===== src/rtl/poll_pkg.sv =====
package poll_pkg;

    localparam int BYTE_W   = 8;
    localparam int RDY_BIT  = 7;   // completion indicator
    localparam int TLIM_BIT = 5;   // time-limit-exceeded indicator

    typedef enum logic [2:0] {
        ST_IDLE    = 3'd0,
        ST_READ    = 3'd1,
        ST_CHECK   = 3'd2,
        ST_RECHECK = 3'd3,
        ST_CONFIRM = 3'd4,
        ST_DONE    = 3'd5,
        ST_FAIL    = 3'd6
    } poll_state_e;

    typedef enum logic {
        OP_PROG  = 1'b0,
        OP_ERASE = 1'b1
    } poll_op_e;

endpackage


===== src/rtl/poll_budget.sv =====
module poll_budget #(
    parameter int MAX_POLLS = 4096
) (
    input  logic clk,
    input  logic rst_n,
    input  logic clr_i,
    input  logic inc_i,
    output logic exhausted_o
);
    localparam int CNT_W = $clog2(MAX_POLLS + 1);
    localparam logic [CNT_W-1:0] LIMIT = CNT_W'(MAX_POLLS);

    logic [CNT_W-1:0] cnt_d, cnt_q;

    always_comb begin
        cnt_d = cnt_q;
        if (clr_i) begin
            cnt_d = '0;
        end else if (inc_i && (cnt_q != LIMIT)) begin
            cnt_d = cnt_q + 1'b1;
        end
    end

    always_ff @(posedge clk or negedge rst_n) begin
        if (!rst_n) cnt_q <= '0;
        else        cnt_q <= cnt_d;
    end

    assign exhausted_o = (cnt_q >= LIMIT);

endmodule


===== src/rtl/dq7_judge.sv =====
module dq7_judge
    import poll_pkg::*;
(
    input  poll_op_e            op_i,
    input  logic [BYTE_W-1:0]   exp_i,
    input  logic [BYTE_W-1:0]   data_i,
    output logic                rdy_match_o,
    output logic                tlim_o,
    output logic                final_ok_o
);
    logic target;

    always_comb begin
        target      = (op_i == OP_ERASE) ? 1'b1 : exp_i[RDY_BIT];
        rdy_match_o = (data_i[RDY_BIT] == target);
        tlim_o      = data_i[TLIM_BIT];
        if (op_i == OP_ERASE) final_ok_o = data_i[RDY_BIT];
        else                  final_ok_o = (data_i == exp_i);
    end

endmodule


===== src/rtl/dq7_poll_engine.sv =====
module dq7_poll_engine
    import poll_pkg::*;
#(
    parameter int ADDR_W    = 19,
    parameter int MAX_POLLS = 4096
) (
    input  logic              clk,
    input  logic              rst_n,
    input  logic              start_i,
    input  logic              op_erase_i,
    input  logic [ADDR_W-1:0] poll_addr_i,
    input  logic [7:0]        exp_data_i,
    output logic              rd_req_o,
    output logic [ADDR_W-1:0] rd_addr_o,
    input  logic              rd_valid_i,
    input  logic [7:0]        rd_data_i,
    output logic              done_o,
    output logic              fail_o,
    output logic [7:0]        result_o
);
    typedef struct packed {
        poll_state_e         state;
        poll_op_e            op;
        logic [ADDR_W-1:0]   addr;
        logic [BYTE_W-1:0]   exp_b;
        logic [BYTE_W-1:0]   rdata;
        logic [BYTE_W-1:0]   result;
        logic                done;
        logic                fail;
    } regs_t;

    regs_t r_d, r_q;

    logic              cnt_clr, cnt_inc, budget_out;
    logic [BYTE_W-1:0] judge_in;
    logic              j_match, j_tlim, j_ok;

    // Bytes held from a poll are judged in CHECK; recheck/confirm judge live data.
    assign judge_in = (r_q.state == ST_CHECK) ? r_q.rdata : rd_data_i;

    dq7_judge u_judge (
        .op_i        (r_q.op),
        .exp_i       (r_q.exp_b),
        .data_i      (judge_in),
        .rdy_match_o (j_match),
        .tlim_o      (j_tlim),
        .final_ok_o  (j_ok)
    );

    poll_budget #(.MAX_POLLS(MAX_POLLS)) u_budget (
        .clk         (clk),
        .rst_n       (rst_n),
        .clr_i       (cnt_clr),
        .inc_i       (cnt_inc),
        .exhausted_o (budget_out)
    );

    always_comb begin
        r_d     = r_q;
        cnt_clr = 1'b0;
        cnt_inc = 1'b0;
        unique case (r_q.state)
            ST_IDLE, ST_DONE, ST_FAIL: begin
                if (start_i) begin
                    r_d.state = ST_READ;
                    r_d.op    = op_erase_i ? OP_ERASE : OP_PROG;
                    r_d.addr  = poll_addr_i;
                    r_d.exp_b = exp_data_i;
                    r_d.done  = 1'b0;
                    r_d.fail  = 1'b0;
                    cnt_clr   = 1'b1;
                end
            end
            ST_READ: begin
                if (rd_valid_i) begin
                    r_d.rdata = rd_data_i;
                    r_d.state = ST_CHECK;
                    cnt_inc   = 1'b1;
                end
            end
            ST_CHECK: begin
                if (j_match) begin
                    r_d.state = ST_CONFIRM;
                end else if (j_tlim) begin
                    r_d.state = ST_RECHECK;
                end else if (budget_out) begin
                    r_d.state  = ST_FAIL;
                    r_d.fail   = 1'b1;
                    r_d.result = r_q.rdata;
                end else begin
                    r_d.state = ST_READ;
                end
            end
            ST_RECHECK: begin
                if (rd_valid_i) begin
                    r_d.rdata = rd_data_i;
                    if (j_match) begin
                        r_d.state = ST_CONFIRM;
                    end else begin
                        r_d.state  = ST_FAIL;
                        r_d.fail   = 1'b1;
                        r_d.result = rd_data_i;
                    end
                end
            end
            ST_CONFIRM: begin
                if (rd_valid_i) begin
                    r_d.rdata  = rd_data_i;
                    r_d.result = rd_data_i;
                    if (j_ok) begin
                        r_d.state = ST_DONE;
                        r_d.done  = 1'b1;
                    end else begin
                        r_d.state = ST_FAIL;
                        r_d.fail  = 1'b1;
                    end
                end
            end
            default: r_d.state = ST_IDLE;
        endcase
    end

    always_ff @(posedge clk or negedge rst_n) begin
        if (!rst_n) begin
            r_q.state  <= ST_IDLE;
            r_q.op     <= OP_PROG;
            r_q.addr   <= '0;
            r_q.exp_b  <= '0;
            r_q.rdata  <= '0;
            r_q.result <= '0;
            r_q.done   <= 1'b0;
            r_q.fail   <= 1'b0;
        end else begin
            r_q <= r_d;
        end
    end

    assign rd_req_o  = (r_q.state == ST_READ) || (r_q.state == ST_RECHECK)
                    || (r_q.state == ST_CONFIRM);
    assign rd_addr_o = r_q.addr;
    assign done_o    = r_q.done;
    assign fail_o    = r_q.fail;
    assign result_o  = r_q.result;

endmodule


===== config.mk =====
export PLATFORM = sky130hd
export DESIGN_NAME = dq7_poll_engine
export DESIGN_NICKNAME = d
export VERILOG_FILES = /design/src/rtl/poll_pkg.sv /design/src/rtl/poll_budget.sv /design/src/rtl/dq7_judge.sv /design/src/rtl/dq7_poll_engine.sv
export SDC_FILE = /design/constraint.sdc
export NUM_CORES = 1
export LEC_CHECK = 0
export ABC_AREA = 1
export BUFFER_PORTS_ARGS = -buffer_cell sky130_fd_sc_hd__buf_2
export CORE_MARGIN = 2
export CORE_UTILIZATION = 49
export CTS_BUF_LIST = sky130_fd_sc_hd__clkbuf_4
export CTS_CLUSTER_DIAMETER = 100
export DETAILED_ROUTE_END_ITERATION = 12
export HOLD_SLACK_MARGIN = 0.12
export PLACE_DENSITY = 0.85
export RECOVER_POWER = 50
export SETUP_SLACK_MARGIN = 0.5
export SLEW_MARGIN = 15
export SYNTH_ARGS = -nofsm -noshare
export SYNTH_HDL_FRONTEND = slang
export SYNTH_SLANG_ARGS = --single-unit

===== constraint.sdc =====
create_clock -name clk -period 1.6 [get_ports clk]
set_input_delay 0.32 -clock clk [delete_from_list [all_inputs] [get_ports clk]]
set_output_delay 0.32 -clock clk [all_outputs]
set_load 0.005 [all_outputs]

# Yosys cells after proc, flatten, opt, wreduce, memory -nomap -nowiden
# Index checks and enable logic that the tools add are counted.
[op_classes]
mux = 39
n_lt_le_gt_ge = 1
n_eq_ne = 19
addsub = 1
reduce_logical = 16
[ops]
columns = ["op", "count"]
rows = [
  ["two-way mux 8 bit", 6],
  ["case mux 8 bit (3 select lines)", 2],
  ["two-way mux 31 bit", 1],
  ["two-way mux 13 bit", 2],
  ["!= test 2 bit, second input constant", 10],
  ["two-way mux 18 bit", 1],
  ["two-way mux 3 bit", 6],
  ["two-way mux 16 bit", 1],
  ["case mux 3 bit (5 select lines)", 1],
  ["two-way mux 1 bit", 14],
  ["adder 13 x 1 -> 13 bit, second input constant", 1],
  [">= comparator 13 bit, second input constant", 1],
  ["!= test 13 bit, second input constant", 1],
  ["AND reduction 4 bit", 3],
  ["equality test 3 bit, second input constant", 3],
  ["AND reduction 9 bit", 1],
  ["equality test 8 bit", 1],
  ["AND reduction 7 bit", 1],
  ["equality test 3 x 2 -> 1 bit, second input constant", 2],
  ["two-way mux 2 bit", 3],
  ["nonzero test 3 bit", 2],
  ["case mux 1 bit (4 select lines)", 1],
  ["nonzero test 2 bit", 2],
  ["nonzero test 4 bit", 1],
  ["other kinds (8)", 9],
]
[word_totals]
output_inout_bits = 30
in_bits = 40
ff_bits = 62
word_cells = 85

# Depth between registers and ports, before layout
# Gate-level depths: netlist of run 1.
[logic_depth]
ltp_word = 7
ltp_mapped = 15

# Modules after synthesis
# Synthesis of run 1 repeated with hierarchy kept, for this count alone.
[hier_totals]
hier_cells = 500
area_unflattened_um2 = 3564.7
[modules_own_cells]
columns = ["module", "cells_per_inst", "area_each_um2", "n_inst"]
rows = [
  ["dq7_poll_engine", 318, 2454.9, 1],
  ["poll_budget", 141, 930.9, 1],
  ["dq7_judge", 41, 178.9, 1],
]

# Least setup slack after synthesis of run 1
# OpenSTA, ideal clock, no wires.
[synth_timing]
path_kind = "register -> register"
startpoint = "register r_q[46] in the netlist's numbering"
endpoint = "register r_q, in the netlist result_o[5]"
arrival_ps = 1575
path_slack_ps = -101
path_stages_with_launch = 10
t_required_ps = 1474
n_path_buf = 2
setup_ps = 126
cell_sequence = "dfrtp_1 nor3_4 nor2_8 inv_6 a21oi_2 and3_1 buf_6 buf_8 nor2_2 a31oi_1"
[synth_between]
elab_chain_cells = 5
elab_cells_between_ends = 14
[synth_lines]
columns = ["item", "line", "text"]
rows = [
  ["start: declaration", "dq7_poll_engine.sv:32", "regs_t r_d, r_q;"],
  ["start signal: assignment", "dq7_poll_engine.sv:134", "r_q <= r_d;"],
  ["equality test 3 x 2 -> 1 bit", "dq7_poll_engine.sv:39, dq7_poll_engine.sv:62", ""],
  ["two-way mux 8 bit", "dq7_poll_engine.sv:39", "assign judge_in = (r_q.state == ST_CHECK) ? r_q.rdata : rd_data_i;"],
  ["equality test 1 bit", "dq7_judge.sv:15", "rdy_match_o = (data_i[RDY_BIT] == target);"],
  ["!= test 2 bit (no line)", "-", ""],
  ["AND reduction 7 bit (no line)", "-", ""],
]
# Parallel ways exist; a longest one is shown, timed or not.
# A chain may end at the register's enable or synchronous reset.

# Worst setup path in the final report of run 1
[layout_timing]
startpoint = "register r_q[48] in the netlist's numbering"
endpoint = "register r_q, in the netlist fail_o"
[layout_between]
elab_chain_cells = 6
elab_cells_between_ends = 22
[layout_lines]
columns = ["item", "line", "text"]
rows = [
  ["equality test 3 x 2 -> 1 bit", "dq7_poll_engine.sv:39, dq7_poll_engine.sv:62", ""],
  ["two-way mux 8 bit", "dq7_poll_engine.sv:39", ""],
  ["equality test 8 bit", "dq7_judge.sv:18", "else final_ok_o = (data_i == exp_i);"],
  ["two-way mux 1 bit", "dq7_judge.sv:17", "if (op_i == OP_ERASE) final_ok_o = data_i[RDY_BIT];"],
  ["!= test 2 bit (no line)", "-", ""],
  ["AND reduction 9 bit (no line)", "-", ""],
]
# Parallel ways exist; a longest one is shown, timed or not.

==> results of run 1 <==
[worst max-delay path: stages, from the launching register on]
cell and delay (ns):
dfrtp_2 0.47, inv_4 0.12, buf_6 0.13, nand4_1 0.25, nand4_1 0.24, nand2_1 0.11, nand2_1 0.11, buf_4 0.13
o2111ai_1 0.15, inv_1 0.14, nand2_1 0.08, nand2_1 0.07, nand2_1 0.05
[worst min-delay path by stage]
| stage | from | endpoint | slack [ns] | cells after the start |
|---|---|---|---|---|
| 6_report | exp_data_i[2] | r_q[20] | 0.10 | 3 |
| 5_1_grt | exp_data_i[2] | r_q[20] | 0.11 | 3 |
| 4_1_cts | exp_data_i[0] | r_q[18] | 0.12 | 3 |
| 3_5_place_dp | rst_n | r_q[22] | 0.26 | 1 |
| 3_3_place_gp | rst_n | r_q[24] | 0.25 | 1 |
| 2_1_floorplan | rst_n | done_o | 0.02 | 0 |
[power by group]
part | internal (W) | switching [W]
registers | 0.00230 | 0.000764
clock network | 0.000464 | 0.000712
logic | 0.00446 | 0.00525
total | 0.00723 | 0.00672
[metrics by stage]
stage / hold WS (ns) / util (%) / area, um2
floorplan: 0.02441 / - / 3592
global placement: 0.2488 / 59.96 / 4096
detailed placement: 0.2554 / 59.96 / 4096
CTS: 0.1203 / 76.34 / 5215
global route: 0.1071 / 89.40 / 6107
finish: 0.1004 / 89.43 / 6110
[synth_stat cells (all sizes together)]
master	count	share of area (%)
a21oi	7	1.1
o2111ai	1	0.25
o211ai	4	0.86
nor2	31	4.2
buf	37	8.0
nand3	24	3.8
inv	44	5.0
o21ai	31	4.6
xor2	8	2.0
nor4	1	0.18
a31oi	9	1.8
mux2	2	0.65
nor3	10	1.8
clkbuf	4	0.43
o31ai	2	0.43
ha	2	0.72
nand2	165	18
nand4	6	1.1
and3	1	0.18
dfrtp	62	45
[sequential cells by signal (all words and copies together) (netlist names)]
register and count:
u_budget.cnt_q 13, r_q 20, fail_o 1, result_o 8
rd_addr_o 19, done_o 1
[area by class of cell]
class | instances | share of cell area [%]
Antenna cell | 2 | 0.08192
Clock buffer | 9 | 1.106
Clock inverter | 7 | 1.065
Inverter | 44 | 3.420
Multi-Input combinational cell | 304 | 35.90
Sequential cell | 62 | 25.46
Tap cell | 96 | 1.966
Timing Repair Buffer | 203 | 30.21
Timing Repair inverter | 3 | 0.7987
[layer usage]
layer / wire [um] / part of all wire, %
met1: 5840 / 31
met2: 8657 / 45
met3: 2466 / 13
met4: 2180 / 11
met5: 0 / 0
[kinds of logic after synthesis]
family | Yosys count | synth area share (%)
simple gates | 238 | 29.58
buf+inv | 85 | 13.39
flops | 62 | 44.62
compound gates | 54 | 9.032
xor+xnor | 8 | 2.015
mux | 2 | 0.6477
fa+ha+maj | 2 | 0.7196
[repair_timing]
action | CTS | global route
hold buffers | 22 | 1
setup endpoints to repair | 92 | 92
pin swaps | 14 | 24
endpoints found under the hold margin | 34 | 1
gates resized for setup | 104 | 152
gates cloned | 8 | 7
buffers inserted | 39 | 20
==> run summary, run 1 <==
status = complete, but fails checks
failing checks = DRC, setup timing
Slew @ Worst Pin = 0.8665 ns
die width = 88.24 um
aggregate global routing overflow = 0
Nets = 669
Sink Count = 62
routability cong. = 0.8685
initial core utilization = 50.90%
setup ws final = -0.5663 ns
area growth from synthesis to layout = 75.71%
most common cell after layout, fill and taps aside = nand2_1
YS warnings = 0
Worst setup EP type = register
Die Y-Extent = 88.24 um
met1 Usage GRT = 38.24%
via count = 4803
WS Path Type = reg2reg
most frequent cells in the layout = nand2_1 (84), buf_2 (68), buf_4 (61)
Die ar. = 7786 um2
Cell Rows = 30
CP startpoint kind = register
critical path peak fanout = 3
ANT nets after route = 0
area of the core = 6832 um2
sequential fraction of the synthesis area = 44.62%
Final Total Pwr = 0.01395 W
Layout Cells excl Fill = 730
Final Skew = 0.03224 ns
endpoints failing setup = 63
Final Slew Violations = 0
routed vias/inst = 6.579
max frequency = 461.6 MHz
Detail Placement HPWL = 6.014 mm
relative slew slack = 42.23%
LEAKAGE = 3.069 nW
crit path capture = fail_o
clock transition at the registers of the reported paths = 0.14 ns
setup TNS = -24.34 ns
reg2reg end = fail_o
Iter 0 DRT Violations = 809
max cap viols = 0
clock root buffer master = clkbuf_4
Worst VDD drop = 1.101 mV
cts bufs inserted = 9
htree depth = 3
routed length per placed instance = 26.23 um
Post-Synthesis Cells = 451
fin crit period = 2.166 ns
placed cell count = 615
area of the multi-input gates = 2193 um2
final WL = 19.15 mm
met2 Use GR = 58.78%
first-pass GRT wire length = 20.65 mm
fillers = 274
HP Class = in2reg
RSZ-0062 raised after global routing = true
DRT Pass-1 Iters = 11
GRT Overall Usage = 35.66%
I/O Buffers = 69
r2r startpoint = r_q[48]
initial antenna violation count = 1
DRC = 1
GR Util met3 = 10.07%
worst-skew pair later-pin latency = 0.46 ns
Final period util = 135.4%
CTS tree = done
Clock Path Buffers = 2
Critical path origin = r_q[48]
register area = 1555 um2
Final Hold Viols = 0
CP Data Arrival Time = 2.51 ns
fraction of layout cells with a size suffix above 1 = 55.54%
pre-CTS setup slack = -0.2607 ns
Synth Register Bits = 62
GR peak layer = met2
Req. time, crit path = 1.94 ns
Netlist Area Pre-Place = 3477 um2
Syn Area/Cell = 7.710 um2
largest net degree at the start of global routing = 34
vias in the first global route = 4138
Synth cell types = 37
pwr/cell area = 2283 nW/um2
I/O pin count = 70
Post-Syn Nets = 493
r2r setup slk = -0.57 ns
R2R depth = 12
(Power assumes the default switching activity.)
==> run 2: changes to the inputs <==
--- a/config.mk
+++ b/config.mk
@@ -20,3 +20,4 @@
 export SYNTH_ARGS = -nofsm -noshare
 export SYNTH_HDL_FRONTEND = slang
 export SYNTH_SLANG_ARGS = --single-unit
+export TNS_END_PERCENT = 5
==> run 2 against run 1 <==
Compared with the run above:
- the run ends with setup timing left
- critical path depth down 2
- highest routed layer unchanged
- design area down 23%
- critical endpoint is now result_o[0]
- sequential share of layout area up 7.7 points
- register-to-register slack better by 0.29 ns
- total power down 35%
- largest cell class unchanged
- combinational power down 45%
- clock power down 21%
- clock skew down 0.018 ns
- utilization down 21 points
- via count down 28%
==> run summary, run 2 (same netlist as run 1, synthesis figures left out) <==
status = complete, but fails checks
failing checks = setup timing
CP delay by family, top = simple AND/OR/NAND/NOR gates
CP Data Arrival Time = 2.22 ns
Worst setup EP type = register
CP startpoint kind = register
Final Skew = 0.01425 ns
initial antenna violation count = 0
WHS = 0.1371 ns
routed length per placed instance = 14.54 um
clock transition at the registers of the reported paths = 0.11 ns
area growth from synthesis to layout = 34.69%
setup ws final = -0.2748 ns
largest net degree at the start of global routing = 52
I/O Buffers = 69
fin crit period = 1.875 ns
Sink Count = 62
fraction of layout cells with a size suffix above 1 = 31.54%
M1 wire length = 3.657 mm
crit path cell chain = inv_2, buf_6, nand4_1, nand4_1, nand2_2, nand2_2, and3_4, buf_12, nor2_1, a31oi_1
routed wl met2 = 5.189 mm
relative slew slack = 56.82%
area of the multi-input gates = 1575 um2
Final Hold Viols = 0
ANT nets after route = 0
Die Y-Extent = 88.24 um
worst-skew pair later-pin latency = 0.42 ns
area of the core = 6832 um2
vias in the first global route = 3442
LEAKAGE = 2.397 nW
GRT Overall Usage = 25.60%
Iter 0 DRT Violations = 268
routability cong. = 0.9312
Slowest Stage Delay on Critical Path = 0.41 ns
first-pass GRT wire length = 15.34 mm
Switching Fraction = 43.38%
Worst VDD drop = 0.9628 mV
Layout Cells excl Fill = 673
Cell Rows = 30
Final Slew Violations = 0
top routing layer used = met4
most frequent cells in the layout = nand2_1 (153), buf_2 (67), dfrtp_1 (62)
RSZ-0062 raised after global routing = true
max cap viols = 0
routed vias/inst = 5.149
Antenna diodes = 0
Internal = 0.005119 W
DRC = 0
endpoints failing setup = 36
I/O pin count = 70
Routed met3 length = 541 um
HP Class = in2reg
placed cell count = 618
DRT Pass-1 Iters = 5
Final period util = 117.2%
Clock Power Share = 10.3%
via count = 3465
CTS tree = done
CP bufs+invs = 3
most common cell after layout, fill and taps aside = nand2_1
Nets = 614
Psw = 0.003922 W
max frequency = 533.4 MHz
cts bufs inserted = 9
critical path peak fanout = 8
clock root buffer master = clkbuf_4
Detail Placement HPWL = 5.993 mm
Req. time, crit path = 1.94 ns
die width = 88.24 um
number of flip-flops under the largest register name = 20
fillers = 506
WS Path Type = reg2reg
Seq pwr share = 30.7%
Logic pwr share = 59.0%
Die ar. = 7786 um2
Top reg by flops = r_q
htree depth = 3
pwr/cell area = 1931 nW/um2
crit path max-delay cell type = dfrtp_1
Clock Path Buffers = 2
Slew @ Worst Pin = 0.6477 ns
register area = 1551 um2
initial core utilization = 50.90%
final WL = 9.784 mm
aggregate global routing overflow = 0
==> run 2: cell type report <==
| cell class | instances | share of cell area, % |
|---|---|---|
| Tap cell | 96 | 2.565 |
| Multi-Input combinational cell | 305 | 33.64 |
| Sequential cell | 62 | 33.13 |
| Clock buffer | 11 | 1.763 |
| Timing Repair Buffer | 150 | 24.50 |
| Inverter | 44 | 3.847 |
| Clock inverter | 5 | 0.5610 |
==> run 2: through the flow <==
step / setup slack [ns] / util (%) / setup TNS (ns) / area [um2] / power, W
finish: -0.2748 / 68.55 / -4.686 / 4683 / 0.009042
global route: -0.3898 / 68.55 / -9.877 / 4683 / 0.009697
CTS: -0.2466 / 66.87 / -3.394 / 4568 / 0.008566
detailed placement: -0.2084 / 59.25 / -4.656 / 4048 / 0.007072
global placement: -0.1360 / 59.25 / -1.941 / 4048 / 0.006852
floorplan: -0.09424 / - / -0.6396 / 3481 / 0.005740
==> run 2: layer usage <==
metal / vias up / track usage [%]
met5: - / 0
met1: 1616 / 28.07
met3: 42 / 6.530
met4: 0 / 10.88
met2: 149 / 46.75
li1: 1658 / -
==> run 2: power by group through the flow <==
| stage | logic, W | registers [W] | clock network, W |
|---|---|---|---|
| 2_1_floorplan | 0.00304 | 0.00270 | 0 |
| 3_3_place_gp | 0.00412 | 0.00273 | 0 |
| 3_5_place_dp | 0.00430 | 0.00277 | 0 |
| 4_1_cts | 0.00488 | 0.00275 | 0.000931 |
| 5_1_grt | 0.00585 | 0.00285 | 0.000996 |
| 6_report | 0.00533 | 0.00278 | 0.000931 |
==> run 2: repair_timing <==
action | in CTS | in global routing
pin swaps | 9 | 9
endpoints found under the setup margin | 92 | 92
setup buffers | 10 | 3
resized for setup | 22 | 24
gates cloned | 2 | 1
hold buffers | 22 | 1
hold endpoints to repair | 68 | 1
==> run 2: final timing paths <==
path	startpoint	endpoint	slack, ns	cells after the start
setup / recovery	r_q[48]	result_o[0]	-0.27	10
hold / removal	exp_data_i[1]	r_q[19]	0.14	3
setup reg to reg	r_q[48]	result_o[0]	-0.27	10
hold reg to reg	fail_o	fail_o	0.47	2
max in group asynchronous	rst_n	rd_addr_o[12]	0.29	3
min in group asynchronous	rst_n	result_o[6]	0.43	2
==> run 2: worst register-to-register path: stages (launching register included) <==
cell and delay [ns]:
dfrtp_1 0.41, inv_2 0.11, buf_6 0.14, nand4_1 0.22, nand4_1 0.21, nand2_2 0.09, nand2_2 0.09, and3_4 0.23
buf_12 0.13, nor2_1 0.04, a31oi_1 0.13
